### config.mk
export PLATFORM = sky130hd
export DESIGN_NAME = rt_tick_timer
export DESIGN_NICKNAME = d
export VERILOG_FILES = /design/src/rtl/rtt_pkg.sv /design/src/rtl/rtt_prescaled_counter.sv /design/src/rtl/rtt_compare_unit.sv /design/src/rtl/rtt_watchdog.sv /design/src/rtl/rt_tick_timer.sv
export SDC_FILE = /design/constraint.sdc
export NUM_CORES = 2
export LEC_CHECK = 0
export BUFFER_PORTS_ARGS = -buffer_cell sky130_fd_sc_hd__buf_2
export CORE_MARGIN = 1
export CORE_UTILIZATION = 45
export CTS_CLUSTER_DIAMETER = 200
export DETAILED_ROUTE_END_ITERATION = 12
export PLACE_DENSITY_LB_ADDON = 0.3
export SKIP_LAST_GASP = 1
export SYNTH_ARGS = -nofsm -noshare
export SYNTH_HDL_FRONTEND = slang
export SYNTH_HIERARCHICAL = 1
export SYNTH_SLANG_ARGS = --single-unit
### constraint.sdc
create_clock -name clk_i -period 8.92 [get_ports clk_i]
set_input_delay 1.784 -clock clk_i [delete_from_list [all_inputs] [get_ports clk_i]]
set_output_delay 1.784 -clock clk_i [all_outputs]
set_load 0.01 [all_outputs]
### src/rtl/rtt_pkg.sv
package rtt_pkg;

   localparam int DATA_W  = 32;
   localparam int REG_AW  = 5;
   localparam int NCNT    = 2;
   localparam int MAX_CMP = 4;

   // register word indices
   localparam logic [REG_AW-1:0] RA_CTRL  = 5'd0;
   localparam logic [REG_AW-1:0] RA_PRE0  = 5'd1;
   localparam logic [REG_AW-1:0] RA_CNT0  = 5'd3;
   localparam logic [REG_AW-1:0] RA_CAP0  = 5'd5;
   localparam logic [REG_AW-1:0] RA_FLAGS = 5'd7;
   localparam logic [REG_AW-1:0] RA_IRQEN = 5'd8;
   localparam logic [REG_AW-1:0] RA_WDEN  = 5'd9;
   localparam logic [REG_AW-1:0] RA_WDPRE = 5'd10;
   localparam logic [REG_AW-1:0] RA_WDKEY = 5'd11;
   localparam logic [REG_AW-1:0] RA_WDCNT = 5'd12;
   localparam logic [REG_AW-1:0] RA_CMP0  = 5'd16;
   localparam logic [REG_AW-1:0] RA_UPD0  = 5'd20;

   // control register field positions
   localparam int CTL_RUN_LSB = 0;
   localparam int CTL_SRC_LSB = 4;
   localparam int CTL_SEL_LSB = 8;

   localparam logic [DATA_W-1:0] WD_KEY_FIRST  = 32'h0000_A35C;
   localparam logic [DATA_W-1:0] WD_KEY_SECOND = 32'h0000_5CA3;

   typedef enum logic {
      KEY_IDLE,
      KEY_ARMED
   } key_state_e;

endpackage

### src/rtl/rtt_prescaled_counter.sv
module rtt_prescaled_counter #(
   parameter int CNT_W = 32,
   parameter int PRE_W = 16
) (
   input  logic             clk_i,
   input  logic             rst_ni,
   input  logic             run_i,
   input  logic [PRE_W-1:0] term_i,
   input  logic             load_i,
   input  logic [CNT_W-1:0] load_val_i,
   output logic [CNT_W-1:0] cnt_o
);

   logic [PRE_W-1:0] pc_q;
   logic [CNT_W-1:0] cnt_q;
   logic             tick;

   // terminal reached (>= guards against a terminal lowered below the count)
   assign tick = run_i && (pc_q >= term_i);

   always_ff @(posedge clk_i or negedge rst_ni) begin
      if (!rst_ni) begin
         pc_q <= '0;
      end else if (tick) begin
         pc_q <= '0;
      end else if (run_i) begin
         pc_q <= pc_q + 1'b1;
      end
   end

   always_ff @(posedge clk_i or negedge rst_ni) begin
      if (!rst_ni) begin
         cnt_q <= '0;
      end else if (load_i) begin
         cnt_q <= load_val_i;
      end else if (tick) begin
         cnt_q <= cnt_q + 1'b1;
      end
   end

   assign cnt_o = cnt_q;

endmodule

### src/rtl/rtt_compare_unit.sv
module rtt_compare_unit #(
   parameter int CNT_W = 32
) (
   input  logic             clk_i,
   input  logic             rst_ni,
   input  logic [CNT_W-1:0] cnt_i,
   input  logic             cmp_wr_i,
   input  logic             upd_wr_i,
   input  logic [CNT_W-1:0] wdata_i,
   input  logic             flag_clr_i,
   output logic [CNT_W-1:0] cmp_o,
   output logic [CNT_W-1:0] upd_o,
   output logic             flag_o,
   output logic             match_o
);

   logic [CNT_W-1:0] cmp_q;
   logic [CNT_W-1:0] upd_q;
   logic             flag_q;

   assign match_o = (cnt_i == cmp_q);

   always_ff @(posedge clk_i or negedge rst_ni) begin
      if (!rst_ni) begin
         cmp_q  <= '1;
         upd_q  <= '0;
         flag_q <= 1'b0;
      end else begin
         if (cmp_wr_i) begin
            cmp_q <= wdata_i;
         end else if (match_o) begin
            cmp_q <= cmp_q + upd_q;
         end
         if (upd_wr_i) begin
            upd_q <= wdata_i;
         end
         if (match_o) begin
            flag_q <= 1'b1;
         end else if (flag_clr_i) begin
            flag_q <= 1'b0;
         end
      end
   end

   assign cmp_o  = cmp_q;
   assign upd_o  = upd_q;
   assign flag_o = flag_q;

endmodule

### src/rtl/rtt_watchdog.sv
module rtt_watchdog
   import rtt_pkg::*;
#(
   parameter int WD_W = 16
) (
   input  logic              clk_i,
   input  logic              rst_ni,
   input  logic              en_wr_i,
   input  logic              pre_wr_i,
   input  logic              key_wr_i,
   input  logic [DATA_W-1:0] wdata_i,
   output logic              en_o,
   output logic [WD_W-1:0]   cnt_o,
   output logic [WD_W-1:0]   pre_o,
   output logic              expired_o
);

   key_state_e     key_q;
   logic           en_q;
   logic           exp_q;
   logic [WD_W-1:0] cnt_q;
   logic [WD_W-1:0] pre_q;
   logic           start;
   logic           service;

   assign start   = en_wr_i && wdata_i[0] && !en_q;
   assign service = key_wr_i && (key_q == KEY_ARMED) && (wdata_i == WD_KEY_SECOND);

   always_ff @(posedge clk_i or negedge rst_ni) begin
      if (!rst_ni) begin
         key_q <= KEY_IDLE;
         en_q  <= 1'b0;
         exp_q <= 1'b0;
         cnt_q <= '1;
         pre_q <= '1;
      end else begin
         if (pre_wr_i) begin
            pre_q <= wdata_i[WD_W-1:0];
         end
         if (key_wr_i) begin
            key_q <= (wdata_i == WD_KEY_FIRST) ? KEY_ARMED : KEY_IDLE;
         end
         if (start) begin
            en_q  <= 1'b1;
            cnt_q <= pre_q;
         end else if (en_q && !exp_q) begin
            if (service) begin
               cnt_q <= pre_q;
            end else if (cnt_q == '0) begin
               exp_q <= 1'b1;
            end else begin
               cnt_q <= cnt_q - 1'b1;
            end
         end
      end
   end

   assign en_o      = en_q;
   assign cnt_o     = cnt_q;
   assign pre_o     = pre_q;
   assign expired_o = exp_q;

endmodule

### src/rtl/rt_tick_timer.sv
module rt_tick_timer
   import rtt_pkg::*;
#(
   parameter int CNT_W      = 32,
   parameter int PRE_W      = 16,
   parameter int NCMP       = 4,
   parameter int WD_W       = 16,
   parameter bit WD_PRESENT = 1'b1
) (
   input  logic              clk_i,
   input  logic              rst_ni,
   input  logic              reg_wr_i,
   input  logic [REG_AW-1:0] reg_addr_i,
   input  logic [DATA_W-1:0] reg_wdata_i,
   output logic [DATA_W-1:0] reg_rdata_o,
   input  logic [NCNT-1:0]   cap_evt_i,
   output logic [NCMP-1:0]   irq_o,
   output logic              wd_rst_o
);

   // elaboration-time parameter checks
   if (CNT_W < 1 || CNT_W > DATA_W) begin : g_bad_cnt_w
      $error("CNT_W must lie in 1..DATA_W");
   end
   if (PRE_W < 1 || PRE_W > DATA_W) begin : g_bad_pre_w
      $error("PRE_W must lie in 1..DATA_W");
   end
   if (WD_W < 1 || WD_W > DATA_W) begin : g_bad_wd_w
      $error("WD_W must lie in 1..DATA_W");
   end
   if (NCMP < 1 || NCMP > MAX_CMP) begin : g_bad_ncmp
      $error("NCMP must lie in 1..MAX_CMP");
   end

   logic [NCNT-1:0]             run_q;
   logic [NCNT-1:0]             cap_src_q;
   logic [NCMP-1:0]             cmp_sel_q;
   logic [NCMP-1:0]             irq_en_q;
   logic [NCNT-1:0][PRE_W-1:0]  term_q;
   logic [NCNT-1:0][CNT_W-1:0]  cnt_all;
   logic [NCNT-1:0][CNT_W-1:0]  cap_all;
   logic [NCMP-1:0][CNT_W-1:0]  cmp_all;
   logic [NCMP-1:0][CNT_W-1:0]  upd_all;
   logic [NCMP-1:0]             flag_all;
   logic [NCMP-1:0]             match_all;
   logic                        wd_en;
   logic [WD_W-1:0]             wd_cnt;
   logic [WD_W-1:0]             wd_pre;

   // configuration registers
   always_ff @(posedge clk_i or negedge rst_ni) begin
      if (!rst_ni) begin
         run_q     <= '0;
         cap_src_q <= '0;
         cmp_sel_q <= '0;
         irq_en_q  <= '0;
         term_q    <= '0;
      end else if (reg_wr_i) begin
         if (reg_addr_i == RA_CTRL) begin
            run_q     <= reg_wdata_i[CTL_RUN_LSB +: NCNT];
            cap_src_q <= reg_wdata_i[CTL_SRC_LSB +: NCNT];
            cmp_sel_q <= reg_wdata_i[CTL_SEL_LSB +: NCMP];
         end
         if (reg_addr_i == RA_IRQEN) begin
            irq_en_q <= reg_wdata_i[NCMP-1:0];
         end
         for (int i = 0; i < NCNT; i++) begin
            if (reg_addr_i == REG_AW'(RA_PRE0 + i)) begin
               term_q[i] <= reg_wdata_i[PRE_W-1:0];
            end
         end
      end
   end

   // counters and capture channels
   for (genvar i = 0; i < NCNT; i++) begin : g_cnt
      logic load;
      assign load = reg_wr_i && (reg_addr_i == REG_AW'(RA_CNT0 + i));

      rtt_prescaled_counter #(
         .CNT_W (CNT_W),
         .PRE_W (PRE_W)
      ) u_cnt (
         .clk_i      (clk_i),
         .rst_ni     (rst_ni),
         .run_i      (run_q[i]),
         .term_i     (term_q[i]),
         .load_i     (load),
         .load_val_i (reg_wdata_i[CNT_W-1:0]),
         .cnt_o      (cnt_all[i])
      );

      always_ff @(posedge clk_i or negedge rst_ni) begin
         if (!rst_ni) begin
            cap_all[i] <= '0;
         end else if (cap_evt_i[i]) begin
            cap_all[i] <= cnt_all[cap_src_q[i]];
         end
      end
   end

   // compare channels
   for (genvar k = 0; k < NCMP; k++) begin : g_cmp
      logic [CNT_W-1:0] sel_cnt;
      logic             cmp_wr;
      logic             upd_wr;
      logic             clr;
      assign sel_cnt = cnt_all[cmp_sel_q[k]];
      assign cmp_wr  = reg_wr_i && (reg_addr_i == REG_AW'(RA_CMP0 + k));
      assign upd_wr  = reg_wr_i && (reg_addr_i == REG_AW'(RA_UPD0 + k));
      assign clr     = reg_wr_i && (reg_addr_i == RA_FLAGS) && reg_wdata_i[k];

      rtt_compare_unit #(
         .CNT_W (CNT_W)
      ) u_cmp (
         .clk_i      (clk_i),
         .rst_ni     (rst_ni),
         .cnt_i      (sel_cnt),
         .cmp_wr_i   (cmp_wr),
         .upd_wr_i   (upd_wr),
         .wdata_i    (reg_wdata_i[CNT_W-1:0]),
         .flag_clr_i (clr),
         .cmp_o      (cmp_all[k]),
         .upd_o      (upd_all[k]),
         .flag_o     (flag_all[k]),
         .match_o    (match_all[k])
      );
   end

   assign irq_o = flag_all & irq_en_q;

   // optional watchdog
   if (WD_PRESENT) begin : g_wd
      rtt_watchdog #(
         .WD_W (WD_W)
      ) u_wd (
         .clk_i     (clk_i),
         .rst_ni    (rst_ni),
         .en_wr_i   (reg_wr_i && (reg_addr_i == RA_WDEN)),
         .pre_wr_i  (reg_wr_i && (reg_addr_i == RA_WDPRE)),
         .key_wr_i  (reg_wr_i && (reg_addr_i == RA_WDKEY)),
         .wdata_i   (reg_wdata_i),
         .en_o      (wd_en),
         .cnt_o     (wd_cnt),
         .pre_o     (wd_pre),
         .expired_o (wd_rst_o)
      );
   end else begin : g_no_wd
      assign wd_en    = 1'b0;
      assign wd_cnt   = '0;
      assign wd_pre   = '0;
      assign wd_rst_o = 1'b0;
   end

   // read port
   always_comb begin
      reg_rdata_o = '0;
      case (reg_addr_i)
         RA_CTRL: begin
            reg_rdata_o[CTL_RUN_LSB +: NCNT] = run_q;
            reg_rdata_o[CTL_SRC_LSB +: NCNT] = cap_src_q;
            reg_rdata_o[CTL_SEL_LSB +: NCMP] = cmp_sel_q;
         end
         RA_FLAGS: reg_rdata_o[NCMP-1:0] = flag_all;
         RA_IRQEN: reg_rdata_o[NCMP-1:0] = irq_en_q;
         RA_WDEN:  reg_rdata_o[0]        = wd_en;
         RA_WDPRE: reg_rdata_o[WD_W-1:0] = wd_pre;
         RA_WDCNT: reg_rdata_o[WD_W-1:0] = wd_cnt;
         default:  ;
      endcase
      for (int i = 0; i < NCNT; i++) begin
         if (reg_addr_i == REG_AW'(RA_PRE0 + i)) reg_rdata_o[PRE_W-1:0] = term_q[i];
         if (reg_addr_i == REG_AW'(RA_CNT0 + i)) reg_rdata_o[CNT_W-1:0] = cnt_all[i];
         if (reg_addr_i == REG_AW'(RA_CAP0 + i)) reg_rdata_o[CNT_W-1:0] = cap_all[i];
      end
      for (int k = 0; k < NCMP; k++) begin
         if (reg_addr_i == REG_AW'(RA_CMP0 + k)) reg_rdata_o[CNT_W-1:0] = cmp_all[k];
         if (reg_addr_i == REG_AW'(RA_UPD0 + k)) reg_rdata_o[CNT_W-1:0] = upd_all[k];
      end
   end

endmodule

# ---- After elaboration in Yosys (flattened, before gate mapping)
# Cells that the tools add are included.
dict set report classes {
  addsub 9
  magnitude_cmp 8
  n_eq_ne 27
  n_mux 62
  bitwise_logic 3
  reduce_logical 48
}
# operator n
set op_table {}
lappend op_table {{$mux W32} 36}
lappend op_table {{$mux W16} 10}
lappend op_table {{$add A32 B32 Y32} 4}
lappend op_table {{$eq A32 B32 Y1} 4}
lappend op_table {{$add A32 B1 Y32 const B} 2}
lappend op_table {{$eq A5 B5 Y1 const B} 8}
lappend op_table {{$add A16 B1 Y16 const B} 2}
lappend op_table {{$eq A32 B15 Y1 const B} 1}
lappend op_table {{$eq A32 B16 Y1 const B} 1}
lappend op_table {{$ge A16 B16 Y1} 2}
lappend op_table {{$reduce_bool A2 Y1} 13}
lappend op_table {{$eq A5 B4 Y1 const B} 5}
lappend op_table {{$logic_and A1 B1 Y1} 25}
lappend op_table {{$eq A5 B3 Y1 const B} 4}
lappend op_table {{$logic_not A16 Y1} 1}
lappend op_table {{$sub A16 B1 Y16 const B} 1}
lappend op_table {{$lt A1 B2 Y1 const B} 6}
lappend op_table {{$pmux W4 S3} 1}
lappend op_table {{$eq A5 B2 Y1 const B} 2}
lappend op_table {{$reduce_and A2 Y1} 5}
lappend op_table {{$mux W1} 9}
lappend op_table {{$pmux W2 S4} 1}
lappend op_table {{$pmux W4 S2} 1}
lappend op_table {{$pmux W1 S6} 1}
lappend op_table {{other kinds (10)} 12}
dict set report word_totals {
  regBits 499
  elab_cells 186
}

# ---- Longest topological paths before layout
dict set report depth {
  ltp_word 16
  depth_mapped 13
  ltp_nobuf 11
}

# ---- Cells and area by module
# The synthesis kept the hierarchy.
# mod n_inst cells_per_inst area_each_um2 seq_area_each_um2
set modules_own_cells {}
lappend modules_own_cells {{rtt_compare_unit at g_cmp[1].u_cmp ...} 3 498 4763.3 1666.6}
lappend modules_own_cells {rt_tick_timer 1 1313 10796.6 2702.6}
lappend modules_own_cells {rtt_prescaled_counter 2 361 3179.3 1201.2}
lappend modules_own_cells {{rtt_compare_unit at g_cmp[0].u_cmp} 1 471 4576.9 1666.6}
lappend modules_own_cells {rtt_watchdog 1 204 2090.8 915.9}

# ---- Worst setup path after synthesis
# Ideal clock, no wire load.
dict set report synth_timing {
  kind {input port to output port}
  startpoint {input reg_addr_i[3]}
  endpoint {output reg_rdata_o[1]}
  arrival_time_ps 3216
  required_time_ps 7136
  slack_ps 3920
  stages 8
  path_buffers 2
  path_cell_list {buf_4 > or3b_1 > buf_6 > nor2_4 > a22oi_1 > a221oi_2 > a2111oi_2 > o21ai_1}
}
dict set report synth_between {
  elab_chain_len 16
  word_cells_on_any_way 34
  classes_between {18 x eq/ne; 15 x mux; 1 x reduce/logical}
}
# item line_no
set synth_lines {}
lappend synth_lines {{start, declared} rt_tick_timer.sv:13} ;# input logic [REG_AW-1:0] reg_addr_i,
lappend synth_lines {{$eq A5 B4 Y1 (tied with other cells)} rt_tick_timer.sv:158} ;# case (reg_addr_i)
lappend synth_lines {{$pmux W1 S5} rt_tick_timer.sv:158}
lappend synth_lines {{$mux W16} rt_tick_timer.sv:172} ;# if (reg_addr_i == REG_AW'(RA_PRE0 + i)) reg_rdata_o[PRE_W-1:0] = term_q[i];
lappend synth_lines {{$mux W32} rt_tick_timer.sv:173} ;# if (reg_addr_i == REG_AW'(RA_CNT0 + i)) reg_rdata_o[CNT_W-1:0] = cnt_all[i];
lappend synth_lines {{$mux W32} rt_tick_timer.sv:174} ;# if (reg_addr_i == REG_AW'(RA_CAP0 + i)) reg_rdata_o[CNT_W-1:0] = cap_all[i];
lappend synth_lines {{$mux W16} rt_tick_timer.sv:172}
lappend synth_lines {{$mux W32} rt_tick_timer.sv:173}
lappend synth_lines {{$mux W32} rt_tick_timer.sv:174}
lappend synth_lines {{$mux W32} rt_tick_timer.sv:177} ;# if (reg_addr_i == REG_AW'(RA_CMP0 + k)) reg_rdata_o[CNT_W-1:0] = cmp_all[k];
lappend synth_lines {{$mux W32} rt_tick_timer.sv:178} ;# if (reg_addr_i == REG_AW'(RA_UPD0 + k)) reg_rdata_o[CNT_W-1:0] = upd_all[k];
lappend synth_lines {{$mux W32} rt_tick_timer.sv:177}
lappend synth_lines {{$mux W32} rt_tick_timer.sv:178}
lappend synth_lines {{$mux W32} rt_tick_timer.sv:177}
lappend synth_lines {{$mux W32} rt_tick_timer.sv:178}
lappend synth_lines {{$mux W32} rt_tick_timer.sv:177}
lappend synth_lines {{$mux W32 (*)} rt_tick_timer.sv:178}
lappend synth_lines {{end, declared} rt_tick_timer.sv:15} ;# output logic [DATA_W-1:0] reg_rdata_o,
# Mark *: on every way between the ends. The rest lies on a longest branch, timed or not.

# ---- Final worst setup path
dict set report layout_timing {
  startpoint {input reg_addr_i[2]}
  endpoint {output reg_rdata_o[5]}
}
dict set report layout_between {
  elab_chain_len 16
  word_cells_on_any_way 32
  classes_between {16 x eq/ne; 15 x mux; 1 x reduce/logical}
}
# item line_no
set layout_lines {}
lappend layout_lines {{$eq A5 B4 Y1 or $logic_not A5 Y1 (tied branches)} rt_tick_timer.sv:158}
lappend layout_lines {{$pmux W2 S3} rt_tick_timer.sv:158}
lappend layout_lines {{$mux W16} rt_tick_timer.sv:172}
lappend layout_lines {{$mux W32} rt_tick_timer.sv:173}
lappend layout_lines {{$mux W32} rt_tick_timer.sv:174}
lappend layout_lines {{$mux W16} rt_tick_timer.sv:172}
lappend layout_lines {{$mux W32} rt_tick_timer.sv:173}
lappend layout_lines {{$mux W32} rt_tick_timer.sv:174}
lappend layout_lines {{$mux W32} rt_tick_timer.sv:177}
lappend layout_lines {{$mux W32} rt_tick_timer.sv:178}
lappend layout_lines {{$mux W32} rt_tick_timer.sv:177}
lappend layout_lines {{$mux W32} rt_tick_timer.sv:178}
lappend layout_lines {{$mux W32} rt_tick_timer.sv:177}
lappend layout_lines {{$mux W32} rt_tick_timer.sv:178}
lappend layout_lines {{$mux W32} rt_tick_timer.sv:177}
lappend layout_lines {{$mux W32 (*)} rt_tick_timer.sv:178}
# Marks and branches as above.

==> results.sh <==
export IMPL_fin_cells=5356
export IMPL_vias=36052
export IMPL_slowest_delay_ns=1.04
export IMPL_grt_pass1_wl_microns=247000
export IMPL_rr_worst_depth=11
export IMPL_cts_setup_buffers=0
export IMPL_place_ws_ns=2.07
export IMPL_ys_types=110
export IMPL_synthArstFlopShare=1.00
export IMPL_p_switching_mw=4.70
export IMPL_dpl_instance_area_sq_um=39400
export IMPL_layout_commonest_cell="nand2_1"
export IMPL_p_clk_frac=0.238
export IMPL_clk_pin_slew_worst_paths_ns=0.06
export IMPL_design_portCount=79
export IMPL_yosys_top_cells_area="dfrtp_1 (22%), dfstp_2 (11%), mux2_2 (9.4%), ha_1 (5.3%), a21oi_1 (4.3%)"
export IMPL_cts_sink_count=499
export IMPL_gp_congestion=1.10
export IMPL_maxCapViolations=0
export IMPL_finalMaxSlewViolations=0
export IMPL_ir_drop_mv=0.170
export IMPL_synth_largest_area_cell="dfrtp_1"
export IMPL_r2r_start="cmp_sel_q[3]"
export IMPL_synth_warnings=6
export IMPL_endpoint_kind="output pin"
export IMPL_ys_seq_area_frac=0.333
export IMPL_antenna_found_initial=13
export IMPL_worstReg2RegEnd="g_cmp[3].u_cmp/cmp_o[24]"
export IMPL_met1_usage=0.530
export IMPL_hold_viol=0
export IMPL_die_area_sq_um=85900
export IMPL_nets=4373
export IMPL_comb_power_share=0.379
export IMPL_run_status="completed"
export IMPL_start_util=0.455
export IMPL_hp_class="reg -> reg"
export IMPL_cts_tree="done"
export IMPL_crit_fanout=52
export IMPL_core_area_sq_um=83700
export IMPL_cpMostUsedCell="a21oi_1"
export IMPL_synth_edf_count=0
export IMPL_grt_max_degree=145
export IMPL_timing_setup_tns_ns=0
export IMPL_path_class="in -> out"
export IMPL_switching_share=0.434
export IMPL_period_share=0.781
export IMPL_hold_end="g_wd.u_wd/cnt_o[4]"
export IMPL_clock_path_buffers=3
export IMPL_crit_slowest_cell="nor2_2"
export IMPL_fin_hold_ws_ns=0.503
export IMPL_ys_ff_latch=499
export IMPL_crit_path_start_kind="primary input"
export IMPL_synth_top_area_share=0.223
export IMPL_die_x_microns=293
export IMPL_mostFrequentLayoutCells="nand2_1 (407), dfrtp_1 (337), a21oi_1 (329)"
export IMPL_p_per_area_nw_per_um2=261
export IMPL_h_tree_depth=2
export IMPL_synthFlopType="dfrtp_1"
export IMPL_viasPerCell=6.73
export IMPL_area_growth_pct=8.69
export IMPL_met3_usage=0.0950
export IMPL_tightest_slew_ns=1.37
export IMPL_fin_util=0.495
export IMPL_placed_cells=5241
export IMPL_finalWorstSetupSlack_ns=1.95
export IMPL_synthCells=4204
export IMPL_cts_resized=0
export IMPL_whs_path_depth=2
export IMPL_crit_arrival_ns=5.18
export IMPL_grt_pass1_vias=33238
export IMPL_max_slew_margin=0.0872
export IMPL_cts_made_buffers=57
export IMPL_power_total_mw=10.8
export IMPL_min_period_ns=6.97
export IMPL_dp_final_hpwl_microns=125000
export IMPL_cts_root_buffer="clkbuf_16"
export IMPL_min_delay_start="g_wd.u_wd/pre_o[4]"
export IMPL_die_y_microns=293
export IMPL_busiest_layer="met2"
export IMPL_gr_total_overflow=0
export IMPL_p_int_mw=6.12
export IMPL_ant_nets=0
export IMPL_dr_pass1_iters=8
export IMPL_gr_usage_met2=0.571
export IMPL_rrSetupSlack_ns=4.82
export IMPL_io_buffers=78
export IMPL_grt_use_total=0.401
export IMPL_timing_fmax_mhz=144
export IMPL_postSynthAreaPerCell_sq_um=9.07
export IMPL_drc=0
export IMPL_rsz0062_at_grt="no"
export IMPL_wl_microns=176000
export IMPL_syn_area_sq_um=38100
export IMPL_fin_skew_ns=0.0338
export IMPL_power_leakage_nw=16.5
export IMPL_ctsHoldBuffers=0
export IMPL_avgRoutedWirePerCell_microns=32.8
export IMPL_syn_nets=4411
export IMPL_drt_iter0_drc=4608
export IMPL_path_cells="buf_4 > or3b_1 > nor2_2 > a21oi_1 > a31o_1 > a21oi_1 > buf_2"
export IMPL_rows=106
export IMPL_final_area_sq_um=41400
export IMPL_setup_violations=0
export IMPL_drive_gt1_frac=0.206
export IMPL_required_ns=7.14
export IMPL_sequentialPowerShare=0.383
export IMPL_clock_latency_ns=0.67
==> synthesized netlist by cell type, types with 13 or more instances <==
cell type	instances
nand2_1	407
dfrtp_1	339
a21oi_1	329
mux2_2	317
o21ai_0	317
nor2_1	237
xor2_1	178
ha_1	161
dfstp_2	160
mux2i_1	150
clkbuf_1	143
nand3_1	110
xnor2_1	106
inv_1	88
and3_1	72
nand4_1	71
buf_2	66
a22oi_1	60
nor3_1	60
a21o_1	56
nor4_1	43
a31oi_1	35
nand2b_1	34
a211oi_1	32
o21a_1	32
o211ai_1	31
o21bai_1	31
o22ai_1	31
and2_1	27
o21ai_1	22
o31ai_1	21
buf_4	19
or3_1	16
a2111oi_0	15
buf_6	15
a211o_1	14
a211oi_2	14
a221oi_1	14
nor2b_1	14
nor3b_1	13
==> flip-flops by register name, summed over array words and instances, names as in the netlist, 4 cells and up <==
register / cells
cap_all: 64
cmp_sel_q: 4
g_cmp.u_cmp/cmp_o: 128
g_cmp.u_cmp/flag_o: 4
g_cmp.u_cmp/upd_o: 128
g_cnt.u_cnt/cnt_o: 64
g_cnt.u_cnt/pc_q: 32
g_wd.u_wd/cnt_o: 16
g_wd.u_wd/pre_o: 16
irq_en_q: 4
term_q: 32
==> worst max path at each step <==
stage                        from              to  slack (ns)  cells past startpoint
CTS                 reg_addr_i[2]  reg_rdata_o[5]        2.05                      7
global route        reg_addr_i[2]  reg_rdata_o[5]        1.95                      7
floorplan           reg_addr_i[3]  reg_rdata_o[1]        3.92                      8
global placement    reg_addr_i[2]  reg_rdata_o[5]        2.16                      7
finish              reg_addr_i[2]  reg_rdata_o[5]        1.95                      7
detailed placement  reg_addr_i[2]  reg_rdata_o[5]        2.07                      7
==> routing by layer <==
| layer | part of all wire | routed length [microns] |
|---|---|---|
| met1 | 0.40 | 69600 |
| met2 | 0.41 | 71700 |
| met3 | 0.11 | 19400 |
| met4 | 0.086 | 15100 |
| met5 | 0.00032 | 56 |
==> power by group through the flow <==
stage          clock (mW)  sequential (mW)  combinational [mW]
2_1_floorplan           0             3.37                3.00
3_3_place_gp            0             4.09                3.91
3_5_place_dp            0             4.09                3.96
4_1_cts              2.60             4.05                3.98
5_1_grt              2.69             4.10                4.42
6_report             2.58             4.14                4.10
==> layout make-up <==
cell class	instances	area (sq um)
Antenna cell	9	22.5
Tap cell	1134	1420
Multi-Input combinational cell	3362	23900
Inverter	93	349
Fill cell	7971	42300
Clock buffer	76	1580
Timing Repair Buffer	153	991
Clock inverter	30	438
Sequential cell	499	12700
==> logic make-up (layout without fill, tap and decap cells) <==
logic type               after synthesis  in the layout  share of synthesized area
AO/OA/AOI/OAI                       1225           1225                      0.211
multiplexers                         478            478                      0.136
AND/OR/NAND/NOR                     1210           1210                      0.159
adder cells (fa/ha/maj)              165            165                     0.0550
XOR/XNOR                             284            284                     0.0653
flip-flops                           499            499                      0.333
other                                  0              9                          0
buffers and inverters                343            352                     0.0408
==> critical path, delay by kind of cell <==
kind                   cells  cell delay [ns]
buffers and inverters      2             0.76
and+or+nand+nor            2             1.71
AOI/OAI and AO/OA          3             0.88
(Power assumes the default switching activity.)
